[config.mk]
export PLATFORM = sky130hd
export DESIGN_NAME = shadow_scan_access
export DESIGN_NICKNAME = d
export VERILOG_FILES = /design/src/rtl/shadow_pkg.sv /design/src/rtl/shadow_seq.sv /design/src/rtl/shadow_node.sv /design/src/rtl/shadow_scan_access.sv
export SDC_FILE = /design/constraint.sdc
export NUM_CORES = 1
export LEC_CHECK = 0
export BUFFER_PORTS_ARGS = -buffer_cell sky130_fd_sc_hd__buf_2
export CAP_MARGIN = 0
export CORE_MARGIN = 10
export CORE_UTILIZATION = 30
export CTS_BUF_LIST = sky130_fd_sc_hd__clkbuf_16
export CTS_CLUSTER_DIAMETER = 30
export DETAILED_ROUTE_END_ITERATION = 8
export GPL_ROUTABILITY_DRIVEN = 0
export SETUP_SLACK_MARGIN = 0.4
export SLEW_MARGIN = 25
export SYNTH_ARGS = -nofsm -noshare
export SYNTH_HDL_FRONTEND = slang
export SYNTH_HIERARCHICAL = 1
export SYNTH_SLANG_ARGS = --single-unit
[constraint.sdc]
create_clock -name clk -period 3.3 [get_ports clk]
set_clock_uncertainty 0.1 [all_clocks]
set_input_delay 0.33 -clock clk [delete_from_list [all_inputs] [get_ports clk]]
set_output_delay 0.33 -clock clk [all_outputs]
set_load 0.01 [all_outputs]
[src/rtl/shadow_pkg.sv]
package shadow_pkg;
  typedef enum logic [2:0] {
    OP_NOP  = 3'd0,
    OP_LOAD = 3'd1,
    OP_READ = 3'd2,
    OP_SWAP = 3'd3,
    OP_TEST = 3'd4
  } op_e;

  typedef enum logic [1:0] {
    PH_IDLE,
    PH_SWAP_IN,
    PH_CAPTURE,
    PH_SWAP_OUT
  } phase_e;

  function automatic logic op_targets_node(logic [2:0] op);
    return (op == OP_LOAD) || (op == OP_READ) || (op == OP_SWAP) || (op == OP_TEST);
  endfunction
endpackage

[src/rtl/shadow_seq.sv]
module shadow_seq #(
  parameter int NODES = 4,
  parameter int SEL_W = 3
) (
  input  logic             clk,
  input  logic             rst_n,
  input  logic             cmd_valid,
  input  logic [2:0]       cmd_op,
  input  logic [SEL_W-1:0] cmd_sel,
  output logic [NODES-1:0] ld_vec,
  output logic [NODES-1:0] swap_vec,
  output logic [NODES-1:0] cap_vec,
  output logic             hold_all,
  output logic             rd_fire,
  output logic             busy,
  output logic             err
);
  import shadow_pkg::*;

  phase_e           ph;
  logic [SEL_W-1:0] tsel;
  logic             accept;
  logic             in_range;
  logic             good_cmd;
  logic [NODES-1:0] cmd_hot;
  logic [NODES-1:0] tst_hot;

  function automatic logic [NODES-1:0] decode_sel(logic [SEL_W-1:0] s);
    logic [NODES-1:0] v;
    for (int i = 0; i < NODES; i++) v[i] = (32'(s) == i);
    return v;
  endfunction

  assign accept   = cmd_valid && (ph == PH_IDLE);
  assign in_range = (32'(cmd_sel) < NODES);
  assign good_cmd = accept && in_range;
  assign cmd_hot  = decode_sel(cmd_sel);
  assign tst_hot  = decode_sel(tsel);
  assign busy     = (ph != PH_IDLE);
  assign hold_all = (ph == PH_SWAP_IN) || (ph == PH_SWAP_OUT);

  always_comb begin
    ld_vec   = '0;
    swap_vec = '0;
    cap_vec  = '0;
    rd_fire  = 1'b0;
    if (good_cmd) begin
      case (cmd_op)
        OP_LOAD: ld_vec   = cmd_hot;
        OP_SWAP: swap_vec = cmd_hot;
        OP_READ: rd_fire  = 1'b1;
        default: ;
      endcase
    end
    if (hold_all)           swap_vec = tst_hot;
    if (ph == PH_CAPTURE)   cap_vec  = tst_hot;
  end

  always_ff @(posedge clk) begin
    if (!rst_n) begin
      ph   <= PH_IDLE;
      tsel <= '0;
      err  <= 1'b0;
    end else begin
      err <= accept && !in_range && op_targets_node(cmd_op);
      case (ph)
        PH_IDLE: if (good_cmd && cmd_op == OP_TEST) begin
          ph   <= PH_SWAP_IN;
          tsel <= cmd_sel;
        end
        PH_SWAP_IN:  ph <= PH_CAPTURE;
        PH_CAPTURE:  ph <= PH_SWAP_OUT;
        default:     ph <= PH_IDLE;
      endcase
    end
  end

  // the test phases advance in fixed order
  p_phase_a_r5: assert property (@(posedge clk) disable iff (!rst_n)
    (ph == PH_SWAP_IN) |=> (ph == PH_CAPTURE));
  p_phase_b_r5: assert property (@(posedge clk) disable iff (!rst_n)
    (ph == PH_CAPTURE) |=> (ph == PH_SWAP_OUT));
  p_phase_c_r5: assert property (@(posedge clk) disable iff (!rst_n)
    (ph == PH_SWAP_OUT) |=> (ph == PH_IDLE));
  // at most one node exchanges state per cycle
  p_one_swap_r4: assert property (@(posedge clk) disable iff (!rst_n)
    $onehot0(swap_vec));
  // no shadow write while a test runs
  p_no_load_busy_r6: assert property (@(posedge clk) disable iff (!rst_n)
    busy |-> (ld_vec == '0) && !rd_fire);
endmodule

[src/rtl/shadow_node.sv]
module shadow_node #(
  parameter int W = 16
) (
  input  logic         clk,
  input  logic         rst_n,
  input  logic         ld,
  input  logic         swap,
  input  logic         cap,
  input  logic         hold,
  input  logic         fen,
  input  logic [W-1:0] fd,
  input  logic [W-1:0] ld_data,
  output logic [W-1:0] live,
  output logic [W-1:0] shadow
);
  always_ff @(posedge clk) begin
    if (!rst_n) begin
      live   <= '0;
      shadow <= '0;
    end else if (swap) begin
      live   <= shadow;
      shadow <= live;
    end else begin
      if (ld) shadow <= ld_data;
      if (cap || (fen && !hold)) live <= fd;
    end
  end

  // a swap exchanges the two registers
  p_swap_exchange_r4: assert property (@(posedge clk) disable iff (!rst_n)
    swap |=> (live == $past(shadow)) && (shadow == $past(live)));
  // swap cycles freeze the live state of uninvolved nodes
  p_hold_r8: assert property (@(posedge clk) disable iff (!rst_n)
    (hold && !swap) |=> $stable(live));
  // shadow moves only on load or swap
  p_shadow_quiet_r2: assert property (@(posedge clk) disable iff (!rst_n)
    (!ld && !swap) |=> $stable(shadow));
endmodule

[src/rtl/shadow_scan_access.sv]
module shadow_scan_access #(
  parameter int NODES = 4,
  parameter int W     = 16,
  parameter int SEL_W = $clog2(NODES) + 1
) (
  input  logic               clk,
  input  logic               rst_n,
  input  logic               cmd_valid,
  input  logic [2:0]         cmd_op,
  input  logic [SEL_W-1:0]   cmd_sel,
  input  logic [W-1:0]       cmd_data,
  output logic [W-1:0]       rd_data,
  output logic               rd_valid,
  output logic               busy,
  output logic               err,
  input  logic [NODES-1:0]   func_en,
  input  logic [NODES*W-1:0] func_d,
  output logic [NODES*W-1:0] live_q
);
  logic [NODES-1:0] ld_vec, swap_vec, cap_vec;
  logic             hold_all, rd_fire;
  logic [W-1:0]     shadow_w [NODES];
  logic [W-1:0]     rd_mux;

  shadow_seq #(.NODES(NODES), .SEL_W(SEL_W)) u_seq (
    .clk(clk), .rst_n(rst_n), .cmd_valid(cmd_valid), .cmd_op(cmd_op),
    .cmd_sel(cmd_sel), .ld_vec(ld_vec), .swap_vec(swap_vec),
    .cap_vec(cap_vec), .hold_all(hold_all), .rd_fire(rd_fire),
    .busy(busy), .err(err)
  );

  for (genvar g = 0; g < NODES; g++) begin : g_node
    shadow_node #(.W(W)) u_node (
      .clk(clk), .rst_n(rst_n), .ld(ld_vec[g]), .swap(swap_vec[g]),
      .cap(cap_vec[g]), .hold(hold_all), .fen(func_en[g]),
      .fd(func_d[g*W +: W]), .ld_data(cmd_data),
      .live(live_q[g*W +: W]), .shadow(shadow_w[g])
    );
  end

  always_comb begin
    rd_mux = '0;
    for (int i = 0; i < NODES; i++)
      if (32'(cmd_sel) == i) rd_mux = shadow_w[i];
  end

  always_ff @(posedge clk) begin
    if (!rst_n) begin
      rd_data  <= '0;
      rd_valid <= 1'b0;
    end else begin
      rd_valid <= rd_fire;
      if (rd_fire) rd_data <= rd_mux;
    end
  end

  // read data appears only after an accepted read
  p_rdv_after_read_r3: assert property (@(posedge clk) disable iff (!rst_n)
    rd_valid |-> $past(rd_fire));
  // busy lasts exactly three cycles
  p_busy_len_r5: assert property (@(posedge clk) disable iff (!rst_n)
    $rose(busy) |-> busy ##1 busy ##1 busy ##1 !busy);
endmodule

* After elaboration in Yosys (flattened, before gate mapping) *
Cells that the tools add are included.
W data, S select, Z words.

cells by class
  magnitude comparators = 1
  equal/unequal tests = 14
  multiplexer cells = 30
  reductions and logical operators = 32

operator list
  cell                  count
  $mux W16              20
  $mux W4               6
  $eq A3 B2 Y1 const B  6
  $reduce_bool A2 Y1    9
  $eq A3 B1 Y1 const B  3
  $logic_and A1 B1 Y1   9
  $logic_or A1 B1 Y1    8
  $logic_not A3 Y1      2
  $pmux W2 S3           1
  $eq A2 B2 Y1 const B  2
  $eq A3 B3 Y1 const B  1
  $lt A3 B3 Y1 const B  1
  $eq A2 B1 Y1 const B  1
  $logic_not A1 Y1      2
  $logic_not A2 Y1      1
  $mux W1               2
  $mux W2               1
  $ne A2 B2 Y1 const B  1
  $reduce_and A2 Y1     1

word-level totals
  flip-flop bits (word level) = 151
  input port bits = 93
  logic and storage cells = 90

* Depth between registers and ports, before layout *
Gate-level depths: netlist (run 1).

  depth in word-level cells = 7
  gate-level depth with buffers = 11
  mapped depth without buffers = 9

* Hierarchy *
The synthesis (run 1) kept the hierarchy.

by module, submodules not included
  module              instances  cells an instance  area each (µm²)  seq. area each (µm²)
  shadow_node         4          166                1636.6           640.6
  shadow_scan_access  1          94                 999.7            340.3
  shadow_seq          1          66                 524.3            120.1

* Least setup slack after synthesis (run 1) *
No wires, ideal clock.

  path type = register to register
  start point = register u_seq.ph[0]
  end point = register g_node[0].u_node.live[15]
  setup time = 139 ps
  arrival time = 2180 ps
  setup slack = 881 ps
  stages on the path, launching flop included = 10
  period minus slack after synthesis = 2419 ps
  cells stage by stage = dfxtp_1 -> inv_1 -> ha_1 -> and4b_1 -> nand3b_1 -> o41ai_1 -> buf_6 -> and2b_1 -> a221oi_1 -> a311oi_1

between the ends
  word-level cells in the longest chain between the ends = 6
  elaborated cells between the ends (all ways) = 15
  classes of those cells = eq/ne: 3; mux: 4; reduce/logical: 8

RTL lines
  what                                                   RTL line                  text
  start: declaration                                     shadow_seq.sv:20          phase_e ph;
  start signal: assignment                               shadow_seq.sv:61          ph <= PH_IDLE;
  start signal: assignment                               shadow_seq.sv:68          ph <= PH_SWAP_IN;
  start signal: assignment                               shadow_seq.sv:71          PH_SWAP_IN: ph <= PH_CAPTURE;
  $logic_not A2 Y1                                       shadow_seq.sv:34          assign accept = cmd_valid && (ph == PH_IDLE);
  $logic_and A1 B1 Y1                                    shadow_seq.sv:34
  $logic_and A1 B1 Y1                                    shadow_seq.sv:36          assign good_cmd = accept && in_range;
  $mux W4                                                shadow_seq.sv:47          if (good_cmd) begin
  $mux W4 *                                              shadow_seq.sv:55          if (hold_all) swap_vec = tst_hot;
  named net swap_vec[0]                                  shadow_scan_access.sv:20  logic [NODES-1:0] ld_vec, swap_vec, cap_vec;
  $mux W16 / $reduce_bool A2 Y1 (equally long branches)  -
  end signal: assignment                                 shadow_node.sv:21         live <= shadow;
  end: declaration                                       shadow_node.sv:13         output logic [W-1:0] live,

Mark *: on every way through the listed nets, which the timed path passes. The rest lies on a longest branch.
A chain may end at the register's enable or synchronous reset.

* Worst setup path after layout (run 1) *
  start point = register u_seq.ph[1]
  end point = register g_node[3].u_node.live[8]

between the ends
  elaborated cells between the ends (all ways) = 15
  classes of those cells = eq/ne: 3; mux: 4; reduce/logical: 8

RTL lines
  what                                                   RTL line                  text
  $eq A2 B1 Y1 / $eq A2 B2 Y1 (equally long branches)    shadow_seq.sv:40          assign hold_all = (ph == PH_SWAP_IN) || (ph == PH_SWAP_OUT);
  $logic_or A1 B1 Y1 *                                   shadow_seq.sv:40
  named net hold_all                                     shadow_scan_access.sv:21  logic hold_all, rd_fire;
  $mux W4 *                                              shadow_seq.sv:55
  named net swap_vec[3]                                  shadow_scan_access.sv:20
  $mux W16 / $reduce_bool A2 Y1 (equally long branches)  -
  end signal: assignment                                 shadow_node.sv:21
  end: declaration                                       shadow_node.sv:13

Marked as above.

==> results.py, run 1 <==
metrics = {
    "layout": {
        "multi_input_area_mm2": 0.00413,
        "area_growth_pct": 18.5,
        "final_util_pct": 36.4,
        "design_area_mm2": 0.00956,
        "nFillCells": 2702,
        "layout-drive-gt1-share_pct": 27.3,
        "finalNonFillerCells": 1316,
        "final_nets": 1065,
        "final-seq-area_mm2": 0.00302,
    },
    "grt": {
        "track_usage_pct": 16.1,
        "grt_start_max_net_pins": 65,
        "grt_pass1_wl_mm": 41.2,
        "grt_pass1_vias": 6771,
        "antenna_found_initial": 1,
        "grt-ovfl-total": 0,
    },
    "timing": {
        "fin_crit_sh_pct": 82.1,
        "drv_slew": 0,
        "hold_slack_ns": 0.108,
        "fmax_ghz": 0.369,
        "slew_headroom_pct": 29.9,
        "tns_ns": 0,
        "rsz0062_at_grt": "no",
        "fin_crit_ns": 2.71,
        "setup_viol": 0,
        "finalHoldViolCount": 0,
        "tightest_slew_ns": 1.05,
    },
    "detailed_routing": {
        "drt_iter0_drc": 666,
        "drc_errors": 0,
        "ant_nets": 0,
        "dr.pass1.iters": 5,
        "via_per_inst": 5.51,
        "vias": 7252,
        "drt_wl_total_mm": 29.3,
        "route.detailed.wl_per_inst_um": 22.3,
    },
    "clock_network": {
        "cts_tree": "yes",
        "h-tree-depth": 4,
        "cts_hold_buf": 0,
        "clk_path_buf_depth": 2,
        "cts.sinks": 151,
        "ctsRootBufferMaster": "clkbuf_16",
        "clkTransAtPathRegs_ns": 0.06,
        "cts_buffers": 17,
        "clock_latency_ns": 0.42,
    },
    "synth": {
        "synth_xor_area_share_pct": 0.109,
        "synth_fa_ha_area_share_pct": 0.775,
        "async_reset_ff_share_pct": 0,
        "yosys_most_used_dff": "dfxtp_1",
        "synth_cells": 824,
        "synth-seq-area-share_pct": 37.5,
        "synth_top_family_by_area": "compound AO/OA/AOI/OAI gates",
        "synth.top_cells.by_area": "dfxtp_1 (37%), a211oi_1 (12%), nor2b_1 (7.6%)",
        "avgSynthCellArea_um2": 9.79,
        "synth_compound_area_share_pct": 30.7,
        "syn_nets": 922,
        "yosys.area.top_type_share_pct": 37.5,
        "yosysWarnings": 6,
        "synthMuxAreaShare_pct": 4.09,
        "synth_cell_types": 47,
        "synth_edf_count": 0,
        "yosysTopAreaCell": "dfxtp_1",
        "netlist_area_mm2": 0.00807,
        "synth-seq-cells": 151,
        "synth_simple_gate_area_share_pct": 14.4,
    },
    "critical_path": {
        "path_max_fanout": 16,
        "cp-start-kind": "flop",
        "path_class": "reg -> reg",
        "cpPeakStageDelay_ns": 0.43,
        "critPathArrivalTime_ns": 2.88,
        "required_ns": 3.47,
        "slowest_stage": "o31ai_4",
        "path_cells": "inv_1, ha_1, nor2_2, clkinvlp_4, buf_4, o31ai_4, clkbuf_16, and2b_1, a221oi_1, a311oi_1",
        "crit_path_end_kind": "flop",
    },
    "die": {
        "start_util_pct": 30.7,
        "core_mm2": 0.0263,
        "dieWidth_um": 184,
        "io_pins": 176,
        "die_area_mm2": 0.0339,
        "num_rows": 59,
        "die_h_um": 184,
    },
    "power": {
        "irDropWorstVdd_mv": 0.219,
        "power_leakage_nw": 4.02,
        "p_per_area_mw_per_mm2": 446,
    },
    "placed_design": {
        "place_inst": 1268,
        "place_area_mm2": 0.00888,
        "dp.final_hpwl_mm": 20.4,
        "io_buffers": 175,
    },
    "run": {
        "max_cap_violations": 0,
    },
    "worst_hold_path": {
        "holdCritPathClass": "in -> reg",
    },
    "status": {
        "status": "completed",
    },
}
-- worst max-delay path: cells and delay by family (launching register included) --
kind	cells	cell delay, ns
AOI/OAI and AO/OA	3	0.73
buffers and inverters	4	0.76
and+or+nand+nor	2	0.36
DFF	1	0.40
adders and majority gates	1	0.19
-- worst paths after layout --
path | slack, ns | end | from | depth (start not counted)
worst max-delay path | 0.59 | g_node[3].u_node/live[8] | u_seq/ph[1] | 10
worst min-delay path | 0.11 | u_seq/err | cmd_sel[2] | 3
worst max register to register | 0.59 | g_node[3].u_node/live[8] | u_seq/ph[1] | 10
worst min register to register | 0.35 | rd_data[10] | rd_data[10] | 1
-- sequential cells by signal, indices dropped and copies added, names as in the netlist --
name / cells
g_node.u_node/live: 64
rd_valid: 1
rd_data: 16
g_node.u_node/shadow: 64
u_seq/ph: 2
u_seq/err: 1
u_seq/tsel: 3
-- what timing repair did --
action	in CTS	in global routing
buffers inserted	0	11
setup endpoints to repair	0	45
gates resized for setup	0	6
-- area by class of cell --
cell class | count | share of cell area, %
antenna | 1 | 0.0262
clock buffer | 17 | 4.45
clock inverter | 15 | 0.995
inverter | 72 | 2.87
multi-input combinational | 517 | 43.2
sequential | 151 | 31.6
tap | 335 | 4.38
timing repair buffer | 208 | 12.5
-- synth_stat cells, types with 12 or more instances --
cell      number
mux2i_1       33
a311oi_1      64
dfxtp_1      151
and2b_1       28
nor2b_1       98
o22ai_1       16
buf_4         21
a221oi_1      52
buf_6         21
clkbuf_1      20
a221oi_2      12
a211oi_1     128
a21o_1        16
inv_1         72
-- cells in the final DEF, fill, tap and decap left out, types with 5 or more instances in the layout --
master	n
buf_2	175
dfxtp_1	151
a211oi_1	128
nor2b_1	98
inv_1	69
a311oi_1	64
a221oi_1	52
mux2i_1	33
and2b_1	28
buf_4	25
clkbuf_16	19
o22ai_1	16
a21o_1	16
clkinv_1	12
a221oi_2	12
nand2b_1	9
nand2_1	7
nor2_4	5
nor2_1	5
ha_1	5
-- routing by layer --
layer  track usage (%)  part of all wire [%]
met4              3.77                   1.3
met5                 0                     0
met2              26.4                    47
met3              4.53                   7.5
met1              20.4                    44
-- logic make-up (layout without fill, tap and decap cells) --
| group | Yosys count | after routing |
|---|---|---|
| other cells | 0 | 1 |
| buf+inv | 157 | 312 |
| simple gates | 177 | 178 |
| mux | 33 | 33 |
| compound gates | 300 | 300 |
| fa+ha+maj | 5 | 5 |
| flops | 151 | 151 |
| xor+xnor | 1 | 1 |
-- report_power, final --
group	total, W	internal (W)	switching, W	leakage, nW
clock	0.00178	0.00101	0.000771	0.247
combinational	0.000534	0.000216	0.000318	2.54
sequential	0.00195	0.00190	0.0000508	1.23
total	0.00426	0.00312	0.00114	4.02
-- per-stage QoR --
stage               worst slack [ns]  power, W
finish                         0.592   0.00426
global route                   0.391   0.00442
CTS                            0.474   0.00428
detailed placement             0.492   0.00251
global placement               0.548   0.00251
floorplan                      0.881   0.00229
Power figures use the tool's default switching activity.
==> inputs of run 2 (changes only) <==
==> constraint.sdc (replaced) <==
create_clock -name clk -period 2.5 [get_ports clk]
set_clock_uncertainty 0.1 [all_clocks]
set_input_delay 0.25 -clock clk [delete_from_list [all_inputs] [get_ports clk]]
set_output_delay 0.25 -clock clk [all_outputs]
set_load 0.01 [all_outputs]
==> results.py, run 2 (same netlist as run 1, synthesis figures left out) <==
metrics = {
    "status": {
        "status": "completed",
    },
    "timing": {
        "hold_slack_ns": 0.0188,
        "rsz0062_at_grt": "yes",
        "fin_crit_ns": 2.42,
        "slew_headroom_pct": 27.0,
        "drv_slew": 0,
        "setup_viol": 0,
        "tightest_slew_ns": 1.09,
        "fmax_ghz": 0.414,
        "fin_crit_sh_pct": 96.7,
        "finalHoldViolCount": 0,
    },
    "detailed_routing": {
        "drt_iter0_drc": 843,
        "route.detailed.wl_per_inst_um": 24.1,
        "dr.pass1.iters": 5,
        "via_per_inst": 5.62,
        "drt_wl_total_mm": 34.1,
        "ant_nets": 0,
        "vias": 7946,
        "drc_errors": 0,
    },
    "critical_path": {
        "path_cells": "inv_4, ha_4, and4b_1, nand3b_1, buf_6, o41ai_4, buf_6, buf_12, buf_12, buf_16, a211oi_2, a211oi_1",
        "critPathArrivalTime_ns": 2.64,
        "r2r_cells": 12,
        "path_class": "reg -> reg",
        "cpPeakStageDelay_ns": 0.36,
        "cp_top_family": "buffers and inverters",
        "worstPathBufferInverterCount": 6,
        "path_max_fanout": 6,
        "cp-start-kind": "flop",
        "r2r-end": "g_node[0].u_node/shadow[3]",
        "reg2reg_from": "u_seq/ph[0]",
        "reg2reg_slack_ns": 0.08,
        "required_ns": 2.72,
        "crit_path_end_kind": "flop",
        "slowest_stage": "dfxtp_4",
    },
    "grt": {
        "met1_usage_pct": 23.5,
        "grt_pass1_wl_mm": 47.8,
        "grtUsageMet2_pct": 29.8,
        "grtUsageMet3_pct": 5.71,
        "grt-ovfl-total": 0,
        "track_usage_pct": 18.5,
        "grt_pass1_vias": 7702,
        "grt_start_max_net_pins": 33,
        "gr-max-usage-layer": "met2",
        "antenna_found_initial": 1,
    },
    "run": {
        "max_cap_violations": 0,
    },
    "placed_design": {
        "dp.final_hpwl_mm": 20.9,
        "io_buffers": 175,
        "place_inst": 1286,
        "place_area_mm2": 0.00912,
    },
    "power": {
        "irDropWorstVdd_mv": 0.486,
        "p_per_area_mw_per_mm2": 514,
        "finalPower_w": 0.00623,
        "power_leakage_nw": 5.09,
    },
    "layout": {
        "final_util_pct": 46.2,
        "final_nets": 1161,
        "final_cell_mix": "buf_2 (175), dfxtp_1 (149), a211oi_1 (95)",
        "layout-drive-gt1-share_pct": 46.3,
        "top_regs": "g_node.u_node/live: 64 flops, g_node.u_node/shadow: 64 flops, rd_data: 16 flops",
        "finalNonFillerCells": 1413,
        "area_growth_pct": 50.4,
        "layout_commonest_cell": "buf_2",
        "design_area_mm2": 0.0121,
    },
    "clock_network": {
        "clkTransAtPathRegs_ns": 0.07,
        "cts_hold_buf": 0,
        "clock_latency_ns": 0.44,
        "cts_buffers": 17,
        "ctsRootBufferMaster": "clkbuf_16",
        "h-tree-depth": 4,
        "cts.sinks": 151,
        "clk_path_buf_depth": 2,
        "cts_tree": "yes",
    },
    "die": {
        "die_area_mm2": 0.0339,
        "core_mm2": 0.0263,
        "dieWidth_um": 184,
        "io_pins": 176,
        "die_h_um": 184,
        "start_util_pct": 30.7,
        "num_rows": 59,
    },
    "worst_hold_path": {
        "min_path_cells": 3,
        "holdCritPathClass": "in -> reg",
        "holdPathEnd": "u_seq/err",
        "hp-start": "cmd_sel[2]",
    },
}
-- run 2: cell types whose count changed in the layout (fill, tap and decap cells not counted), moves of 20 or more --
cell / delta
a211oi_1: -33
a211oi_2: +30
a221oi_1: -52
a221oi_2: +44
a311oi_1: -21
a311oi_2: +21
buf_12: +20
buf_16: +20
buf_6: +23
-- run 2: worst max path at each step --
stage	startpoint	to	cells after the start	slack [ns]
after floorplan	u_seq/ph[0]	g_node[3].u_node/live[15]	9	0.31
after global placement	u_seq/ph[1]	g_node[0].u_node/live[15]	9	0.006
after detailed placement	u_seq/ph[1]	g_node[0].u_node/live[15]	9	-0.09
after CTS	u_seq/ph[0]	g_node[0].u_node/live[2]	12	0.13
after global routing	u_seq/ph[0]	g_node[3].u_node/live[12]	12	0.002
final	u_seq/ph[0]	g_node[0].u_node/shadow[3]	12	0.08
-- run 2: routing by layer --
layer	up-vias	part of all wire (%)
met5	-	0
met4	0	2.4
met3	47	8.2
met2	322	47
met1	3923	42
li1	3654	-
-- run 2: worst min-delay path: stages --
cell and delay [ns]:
buf_2 0.15, nand2_1 0.07, nor3_1 0.04
-- run 2: report_power, final --
group          leakage (nW)  switching [W]  internal (W)
Combinational          3.56       0.000511      0.000388
Clock                 0.297        0.00116       0.00160
Sequential             1.24      0.0000734       0.00251
Total                  5.09        0.00174       0.00449
-- run 2: area by class of cell --
type | instances | area, um^2
timing repair buffer | 303 | 2820
inverter | 72 | 275
tap | 335 | 419
clock buffer | 17 | 425
fill | 2439 | 14100
antenna | 2 | 5.00
clock inverter | 15 | 189
sequential | 151 | 3030
multi-input combinational | 518 | 4970
-- run 2: repair_timing --
item / CTS / global route
gates cloned: 25 / 5
setup buffers: 47 / 16
pin swaps: 62 / 46
gates resized for setup: 131 / 92
setup endpoints to repair: 119 / 144
-- run 2: metrics by stage --
step | TNS [ns] | setup WS, ns
2_1_floorplan | 0 | 0.312
3_3_place_gp | 0 | 0.00632
3_5_place_dp | -1.04 | -0.0857
4_1_cts | 0 | 0.134
5_1_grt | 0 | 0.00203
6_report | 0 | 0.0826
